**config.mk**
```make
export PLATFORM = sky130hd
export DESIGN_NAME = nvcmd_seq_detect
export DESIGN_NICKNAME = d
export VERILOG_FILES = /design/src/rtl/nvcmd_pkg.sv /design/src/rtl/nvcmd_key_match.sv /design/src/rtl/nvcmd_step_tracker.sv /design/src/rtl/nvcmd_seq_detect.sv
export SDC_FILE = /design/constraint.sdc
export NUM_CORES = 1
export LEC_CHECK = 0
export CORE_AREA = 5 5 42 44
export CTS_CLUSTER_DIAMETER = 40
export CTS_CLUSTER_SIZE = 10
export DETAILED_ROUTE_END_ITERATION = 10
export DIE_AREA = 0 0 47 49
export PLACE_DENSITY = 0.82
export SLEW_MARGIN = 20
export SYNTH_ARGS = -nofsm -noshare
export SYNTH_HDL_FRONTEND = slang
export SYNTH_SLANG_ARGS = --single-unit
export TNS_END_PERCENT = 100
```
**constraint.sdc**
```tcl
create_clock -name clk -period 2.9 [get_ports clk]
set_clock_uncertainty 0.15 [all_clocks]
set_input_delay 0.29 -clock clk [delete_from_list [all_inputs] [get_ports clk]]
set_output_delay 0.29 -clock clk [all_outputs]
set_load 0.05 [all_outputs]
```
**src/rtl/nvcmd_pkg.sv**
```systemverilog
package nvcmd_pkg;

  localparam int unsigned KEY_W      = 16;
  localparam int unsigned PREFIX_LEN = 5;
  localparam int unsigned STEP_W     = $clog2(PREFIX_LEN + 1);

  typedef logic [KEY_W-1:0] key_t;

  typedef enum logic [1:0] {
    CMD_NONE   = 2'd0,
    CMD_STORE  = 2'd1,
    CMD_RECALL = 2'd2
  } cmd_e;

  localparam key_t STORE_KEY  = 16'h8FC0;
  localparam key_t RECALL_KEY = 16'h4C63;

  // Leading keys; the order is the order a host must present them
  function automatic key_t prefix_key(input int unsigned idx);
    case (idx)
      0:       return 16'h4E38;
      1:       return 16'hB1C7;
      2:       return 16'h83E0;
      3:       return 16'h7C1F;
      4:       return 16'h703F;
      default: return '0;
    endcase
  endfunction

endpackage

```
**src/rtl/nvcmd_key_match.sv**
```systemverilog
module nvcmd_key_match
  import nvcmd_pkg::*;
#(
  parameter int unsigned ADDR_W = 16
) (
  input  logic [ADDR_W-1:0]     addr,
  output logic [PREFIX_LEN-1:0] prefix_hit,
  output logic                  store_hit,
  output logic                  recall_hit
);

  // One comparator per leading key
  for (genvar g = 0; g < PREFIX_LEN; g++) begin : g_prefix
    assign prefix_hit[g] = (addr == ADDR_W'(prefix_key(g)));
  end

  assign store_hit  = (addr == ADDR_W'(STORE_KEY));
  assign recall_hit = (addr == ADDR_W'(RECALL_KEY));

endmodule

```
**src/rtl/nvcmd_step_tracker.sv**
```systemverilog
module nvcmd_step_tracker
  import nvcmd_pkg::*;
(
  input  logic                  clk,
  input  logic                  rst,
  input  logic                  rd_valid,
  input  logic                  wr_valid,
  input  logic [PREFIX_LEN-1:0] prefix_hit,
  input  logic                  store_hit,
  input  logic                  recall_hit,
  output logic [STEP_W-1:0]     step_q,
  output cmd_e                  cmd_next
);

  logic [STEP_W-1:0] step_d;
  logic              expect_hit;
  logic              at_final;
  logic [STEP_W-1:0] restart_step;

  assign at_final     = (step_q == STEP_W'(PREFIX_LEN));
  assign restart_step = prefix_hit[0] ? STEP_W'(1) : '0;

  always_comb begin
    expect_hit = 1'b0;
    for (int i = 0; i < PREFIX_LEN; i++) begin
      if (step_q == STEP_W'(i)) expect_hit = prefix_hit[i];
    end
  end

  always_comb begin
    step_d   = step_q;
    cmd_next = CMD_NONE;
    if (wr_valid) begin
      step_d = '0;
    end else if (rd_valid) begin
      if (at_final) begin
        if (store_hit) begin
          cmd_next = CMD_STORE;
          step_d   = '0;
        end else if (recall_hit) begin
          cmd_next = CMD_RECALL;
          step_d   = '0;
        end else begin
          step_d = restart_step;
        end
      end else if (expect_hit) begin
        step_d = step_q + STEP_W'(1);
      end else begin
        step_d = restart_step;
      end
    end
  end

  always_ff @(posedge clk) begin
    if (rst) step_q <= '0;
    else     step_q <= step_d;
  end

  AST_STEP_BOUND: assert property (@(posedge clk) disable iff (rst)
    step_q <= STEP_W'(PREFIX_LEN));
  AST_WRITE_ABORT: assert property (@(posedge clk) disable iff (rst)
    wr_valid |=> step_q == '0);
  AST_RESTART_KEY: assert property (@(posedge clk) disable iff (rst)
    (rd_valid && !wr_valid && prefix_hit[0]) |=> step_q == STEP_W'(1));
  AST_IDLE_HOLD: assert property (@(posedge clk) disable iff (rst)
    (!rd_valid && !wr_valid) |=> $stable(step_q));

endmodule

```
**src/rtl/nvcmd_seq_detect.sv**
```systemverilog
module nvcmd_seq_detect
  import nvcmd_pkg::*;
#(
  parameter int unsigned ADDR_W = 16
) (
  input  logic              clk,
  input  logic              rst,
  input  logic              rd_valid,
  input  logic [ADDR_W-1:0] rd_addr,
  input  logic              wr_valid,
  output logic              store_req,
  output logic              recall_req
);

  logic [PREFIX_LEN-1:0] prefix_hit;
  logic                  store_hit;
  logic                  recall_hit;
  logic [STEP_W-1:0]     step_q;
  cmd_e                  cmd_next;

  nvcmd_key_match #(.ADDR_W(ADDR_W)) u_match (
    .addr       (rd_addr),
    .prefix_hit (prefix_hit),
    .store_hit  (store_hit),
    .recall_hit (recall_hit)
  );

  nvcmd_step_tracker u_track (
    .clk        (clk),
    .rst        (rst),
    .rd_valid   (rd_valid),
    .wr_valid   (wr_valid),
    .prefix_hit (prefix_hit),
    .store_hit  (store_hit),
    .recall_hit (recall_hit),
    .step_q     (step_q),
    .cmd_next   (cmd_next)
  );

  always_ff @(posedge clk) begin
    if (rst) begin
      store_req  <= 1'b0;
      recall_req <= 1'b0;
    end else begin
      store_req  <= (cmd_next == CMD_STORE);
      recall_req <= (cmd_next == CMD_RECALL);
    end
  end

  AST_ONE_CMD: assert property (@(posedge clk) disable iff (rst)
    !(store_req && recall_req));
  AST_STORE_WIDTH: assert property (@(posedge clk) disable iff (rst)
    store_req |=> !store_req);
  AST_RECALL_WIDTH: assert property (@(posedge clk) disable iff (rst)
    recall_req |=> !recall_req);
  AST_CMD_IDLE: assert property (@(posedge clk) disable iff (rst)
    (store_req || recall_req) |-> step_q == '0);
  AST_STORE_CAUSE: assert property (@(posedge clk) disable iff (rst)
    store_req |-> $past(rd_valid && !wr_valid && rd_addr == ADDR_W'(STORE_KEY)));
  AST_RECALL_CAUSE: assert property (@(posedge clk) disable iff (rst)
    recall_req |-> $past(rd_valid && !wr_valid && rd_addr == ADDR_W'(RECALL_KEY)));

endmodule

```
* After elaboration in Yosys (flattened, before gate mapping)
Cells that the tools add are included.
** Storage, ports and cells
- Word-level logic and storage cells :: 35
- Output and inout port bits :: 2
- Bits in registers :: 5
** Operators by class
- Muxes and demuxes :: 15
- Add/sub/neg operators :: 1
- Reduce and logical (&&, ||, !) cells :: 2
- Equal/unequal tests :: 14
** Operators by type and width (number)
- $eq 16x15->1 const B :: 4
- $eq 16x16->1 const B :: 3
- $mux 3 :: 4
- $mux 2 :: 5
- $eq 3x2->1 const B :: 2
- $eq 3x3->1 const B :: 2
- $mux 1 :: 6
- $add 3x1->3 const B :: 1
- $eq 3x1->1 const B :: 1
- $logic_not 3->1 :: 1
- $eq 2x1->1 const B :: 1
- $eq 2x2->1 const B :: 1
- $reduce_or 2->1 :: 1

* Longest topological paths before layout
Gate-level depths: netlist (run 1).
- Word-level depth :: 8
- Gate-level depth with buffers :: 8
- Mapped depth without buffers :: 8

* By module
A second synthesis (run 1) with hierarchy kept.
** Second synthesis, totals
- Cells, all modules :: 70
- Area total of the unflattened synthesis :: 584.3 um^2
** Modules (own cells, without submodules)
- nvcmd_step_tracker :: cells an instance 40, times used 1, area an instance 339.1 um^2, sequential area each 60.1 um^2
- nvcmd_key_match :: cells an instance 26, times used 1, area an instance 190.2 um^2, sequential area each 0.0 um^2
- nvcmd_seq_detect :: cells an instance 4, times used 1, area an instance 55.1 um^2, sequential area each 40.0 um^2

* Worst setup path after synthesis (run 1)
Ideal clock, no wire load.
- Path kind :: input port to flip-flop
- Start :: in rd_addr[14]
- End :: reg u_track.step_q[0]
- Setup slack :: 1050 ps
- Stages :: 6
- Data required time :: 2626 ps
- Arrival :: 1576 ps
- Cell sequence :: nand4b_1 or3b_1 o32a_1 a211oi_2 o31a_1 o21ai_1
** On the way
- Cells in the longest elaborated chain, start to end :: 8
** Ends and longest elaborated chain
- start, declared :: RTL line nvcmd_seq_detect.sv:9 : input logic [ADDR_W-1:0] rd_addr,
- $eq 16x15->1 :: RTL line nvcmd_key_match.sv:14 : assign prefix_hit[g] = (addr == ADDR_W'(prefix_key(g)));
- $mux 1 (5 in series) :: RTL line nvcmd_step_tracker.sv:26 : if (step_q == STEP_W'(i)) expect_hit = prefix_hit[i];
- $mux 3 :: RTL line nvcmd_step_tracker.sv:46 : end else if (expect_hit) begin
- $mux 3 (*) :: RTL line nvcmd_step_tracker.sv:36 : if (at_final) begin
- end signal, assigned :: RTL line nvcmd_step_tracker.sv:56 : else step_q <= step_d;
- end, declared :: RTL line nvcmd_step_tracker.sv:11 : output logic [STEP_W-1:0] step_q,
Mark *: on every way between the ends. The rest lies on a longest branch, timed or not.
A chain may end at the register's enable or synchronous reset.

* Worst setup path in the final report (run 1)
- Start :: in rd_addr[7]
- End :: reg u_track.step_q[0]
Same word-level chain as after synthesis.

==> reports/metrics.csv, run 1 <==
metric;value;unit
grt_pass1_vias;596;
clockBufferDepth;2;
clk_latency;0.24;ns
hold_ws;0.3861;ns
route.vias.total;631;
track_usage;13.85;%
cts_tree;done;
synth_cells;65;
synth-edff-count;0;
fillers;137;
finalCritPeriodShare;76.73;%
crit_slowest_cell;clkdlybuf4s50_1;
dieArea;0.002303;mm2
critPathMaxStageDelay;0.56;ns
worstPathMaxFanout;5;
cts-hold-fix-buffers;0;
floorplan.initialDensity;37.05;%
ys_ff_latch;5;
max_freq;0.4494;GHz
p_per_area;251.4;mW/mm2
cts_buffers;3;
tightestPinTransition;0.4900;ns
routabilityCongestion;0.8171;
firstDrtPassIters;4;
slew_viol_final;0;
avgRoutedWirePerCell;13.74;um
post_cts_buffers;0;
finalInstanceArea;775.7;um2
drive_gt1_share;8.889;%
slew_headroom;67.23;%
synth.lib_cells_used.distinct;28;
grt_setup_unrepaired;false;
setup_viol;0;
synth-compound-area-share;15.42;%
viasPerCell;5.953;
die_x;47;um
path_cells;clkdlybuf4s50_1 -> nand4b_1 -> or3b_1 -> o32a_1 -> a211oi_2 -> o31a_1 -> o21ai_1;
areaGrowthSynthToFinish;49.40;%
synth_ff_type;dfxtp_1;
seq_area;100.1;um2
synth_top_area_cell;dfxtp_1;
remaining_drc_errors;0;
htreeDepth;1;
ir_drop;85.41;uV
path_clk_slew;0.05;ns
maxCapViolCount;0;
portBuffers;21;
ys_warn_count;0;
min_path_type;reg2reg;
synth_top_family_by_area;simple AND/OR/NAND/NOR gates;
grt_max_degree;9;
coreArea;0.001401;mm2
critPathBufInv;1;
cts-root-buf;clkbuf_4;
cts_resized;0;
finalHoldViolCount;0;
async_flop_share;0;%
synth_top_area_share;19.28;%
seq_area_frac_synth;19.28;%
grt_pass1_wl;2415;um
die_y;49;um
grt-ovfl-total;0;
routed_wl;1456;um
leakagePower;0.2765;nW
end_kind;flop;
final.min_clock_period;2.225;ns
synthTopCellsByArea;dfxtp_1, ha_1, and4bb_2, nand3b_1, nand3_1;
place_hpwl;1197;um
synth_mux_area_share;0;%
nets;116;
synth_area;519.2;um2
cp.arrival;2.20;ns
grt_antenna_before_repair;0;
synthXorXnorAreaFrac;0;%
cpLargestDelayFamily;compound AO/OA/AOI/OAI gates;
crit_required;2.88;ns
status;complete, no violations;
drt_iter0_drc;32;
syn_avg_cell_area;7.988;um2
path_class;in2reg;
multi_input_area;404.1;um2
n_antenna_cell;0;
io_pins;22;
synthAdderAreaFrac;12.05;%
postRouteAntennaNets;0;
ys_top_cells_by_count;dfxtp_1, ha_1, nand2_1, nand3_1, nor2_1;
synth-simple-area-share;50.36;%
startpoint_type;input pin;
place_area;749.5;um2
std_cell_rows;14;
syn_nets;90;
clkSinkCount;5;
final.setup.tns;0;ns
layout by cell type (no fill, tap or decap), types with 2 or more instances in the layout:
cell type	n
inv_1	4
and3_1	2
nand3_1	5
nand4_1	4
clkdlybuf4s50_1	21
and4bb_2	3
ha_1	5
nand2_1	5
nor3_1	3
dfxtp_1	5
clkbuf_4	3
nor2_1	5
nand3b_1	4
nor4b_1	2
o21ai_1	3
cell type report:
cell class / count / area share (%)
multi-input cells: 56 / 52.10
repair buffers: 21 / 27.10
flip-flops and latches: 5 / 12.90
clock buffers: 4 / 3.387
well taps: 16 / 2.581
inverters: 4 / 1.935
worst paths after layout:
check,to,slack (ns),cells past startpoint,start
max reg2reg,u_track.step_q[0]$_SDFFE_PP0P_,1.08,8,u_track.step_q[1]$_SDFFE_PP0P_
max,u_track.step_q[0]$_SDFFE_PP0P_,0.67,7,rd_addr[7]
min reg2reg,u_track.step_q[1]$_SDFFE_PP0P_,0.39,2,u_track.step_q[1]$_SDFFE_PP0P_
min,u_track.step_q[1]$_SDFFE_PP0P_,0.39,2,u_track.step_q[1]$_SDFFE_PP0P_
layer usage:
| metal | up-vias | GRT usage [%] | share of wire (%) |
|---|---|---|---|
| met3 | 4 | 1.476 | 6.8 |
| met1 | 288 | 18.38 | 43 |
| met4 | 0 | 7.373 | 1.6 |
| met2 | 29 | 21.04 | 49 |
| met5 | - | 0 | 0 |
| li1 | 310 | - | - |
cell families after synthesis:
logic type,Yosys count
buf+inv,4
fa+ha+maj,5
simple gates,40
compound gates,11
flops,5
worst register-to-register path: cells and delay by family, from the launching register on:
kind / cells / cell delay [ns]
AO/OA/AOI/OAI: 4 / 0.66
flip-flops: 1 / 0.38
adder cells (fa/ha/maj): 1 / 0.24
AND/OR/NAND/NOR: 2 / 0.19
buffers and inverters: 1 / 0.08
power by group:
part / internal, mW / switching, mW
registers: 0.0689 / 0.000000149
clock network: 0.0521 / 0.0292
logic: 0.0289 / 0.0159
total: 0.150 / 0.0451
sequential cells by signal, indices dropped and copies added (netlist names):
signal and cells:
recall_req 1, store_req 1, u_track.step_q 3
per-stage QoR:
stage	power, mW	std cells	util [%]	worst slack (ns)
after floorplan	0.08017	65	-	1.050
after global placement	0.1137	102	53.48	0.4773
after detailed placement	0.1145	102	53.48	0.4243
after CTS	0.1977	106	55.36	0.6887
after global routing	0.2095	106	55.36	0.6226
final	0.1950	106	55.36	0.6748
No activity file was read; power rests on OpenSTA's default activity.
==> run 2: changes to the inputs <==
Settings changed: CORE_AREA 5 5 42 44 to not set, CORE_MARGIN set to 5, CORE_UTILIZATION set to 40, DIE_AREA 0 0 47 49 to not set, PLACE_DENSITY 0.82 to 0.84.
Clock period 2.9 ns to 2.3 ns, I/O delays scaled along.
==> reports/metrics.csv, run 2 (synthesized netlist as in run 1, its figures left out) <==
metric;value;unit
drt_iter0_drc;7;
place_hpwl;1212;um
place_area;800.8;um2
final.min_clock_period;2.087;ns
r2r_cells;7;
p_clk_share;41.7;%
fillers;110;
finalCritPeriodShare;90.74;%
final.setup.tns;0;ns
grt_antenna_before_repair;0;
slew_viol_final;0;
htreeDepth;1;
crit_required;2.27;ns
portBuffers;21;
p_per_area;315.3;mW/mm2
viasPerCell;5.554;
largest_reg_flops;3;
routabilityCongestion;0.8121;
total_power;0.2607;mW
worstPathMaxFanout;3;
std_cell_rows;13;
postRouteAntennaNets;0;
power_frac_comb;25.1;%
clk_latency;0.25;ns
avgRoutedWirePerCell;12.63;um
firstDrtPassIters;4;
p_sw_share;24.62;%
tightestPinTransition;0.5056;ns
multi_input_area;404.1;um2
cts_tree;done;
grt-ovfl-total;0;
final_cell_mix;clkdlybuf4s50_1, buf_4;
slew_headroom;66.17;%
path_class;in2reg;
path_clk_slew;0.05;ns
finalInstanceArea;827.0;um2
finalWorstSetupSlack;0.2129;ns
die_x;46.03;um
cts-root-buf;clkbuf_4;
maxCapViolCount;0;
grt_pass1_wl;2470;um
holdPathStages;2;
pre_cts_ws;-0.05013;ns
cts_resized;0;
max_freq;0.4791;GHz
grt_setup_unrepaired;false;
routed_wl;1414;um
areaGrowthSynthToFinish;59.28;%
p_sw;0.06420;mW
n_antenna_cell;0;
track_usage;15.97;%
cts_buffers;3;
setup_viol;0;
reg_top3;u_track.step_q: 3 flops, recall_req: 1 flops, store_req: 1 flops;
clkSinkCount;5;
seq_area;100.1;um2
cts-hold-fix-buffers;0;
min_path_type;reg2reg;
finalHoldViolCount;0;
largest-register;u_track.step_q;
grt_max_degree;9;
route.vias.total;622;
clockBufferDepth;2;
end_kind;flop;
io_pins;22;
cp.arrival;2.06;ns
ff2ff_setup_slack;0.52;ns
coreArea;0.001269;mm2
remaining_drc_errors;0;
startpoint_type;input pin;
ir_drop;212.7;uV
dieArea;0.002119;mm2
die_y;46.03;um
floorplan.initialDensity;40.93;%
grt_pass1_vias;597;
dp.cells;108;
post_cts_buffers;0;
final_common_cell;clkdlybuf4s50_1;
status;complete, no violations;
nets;123;
p_int;0.1965;mW
seq_power_share;33.3;%
drive_gt1_share;15.46;%
final_cells;112;
leakagePower;0.3101;nW
==> run 2: cell count changes in the layout (fill, tap and decap cells not counted) <==
cell / change
buf_4: +7
==> run 2: per-stage QoR <==
step / util, % / hold WS, ns
floorplan: - / 0.1579
global placement: 63.12 / 0.3521
detailed placement: 63.12 / 0.3813
CTS: 65.19 / 0.3821
global route: 65.19 / 0.4224
finish: 65.19 / 0.3774
==> run 2: per-layer routing <==
metal  part of all wire [%]  up-vias  global-route usage [%]
met5                      0        -                       0
met3                    2.3        0                   3.557
li1                       -      319                       -
met4                      0        0                   3.409
met2                     53        8                   28.02
met1                     44      295                   19.49
==> run 2: worst paths after layout <==
check                                               startpoint                        endpoint
worst max-delay path                               rd_addr[14]  u_track.step_q[0]$_SDFFE_PP0P_
worst min-delay path            u_track.step_q[1]$_SDFFE_PP0P_  u_track.step_q[1]$_SDFFE_PP0P_
worst max register to register  u_track.step_q[1]$_SDFFE_PP0P_  u_track.step_q[0]$_SDFFE_PP0P_
worst min register to register  u_track.step_q[1]$_SDFFE_PP0P_  u_track.step_q[1]$_SDFFE_PP0P_
==> run 2: power by group through the flow <==
stage                     Clock [mW]  Sequential (mW)  Combinational (mW)
final                          0.109           0.0868              0.0653
after global routing           0.116           0.0867              0.0709
after CTS                      0.109           0.0868              0.0651
after detailed placement           0           0.0885              0.0650
after global placement             0           0.0885              0.0644
after floorplan                    0           0.0885              0.0126
==> run 2: critical path: stages <==
cell             delay, ns
clkdlybuf4s50_1       0.43
nand4b_1              0.21
or3b_1                0.39
o32a_1                0.34
a211oi_2              0.25
o31a_1                0.16
o21ai_1               0.05
==> run 2: area by class of cell <==
class                   count  area share (%)
inverters                   4           1.815
clock buffers               4           3.177
repair buffers             28           31.77
multi-input cells          56           48.87
well taps                  15           2.269
flip-flops and latches      5           12.10
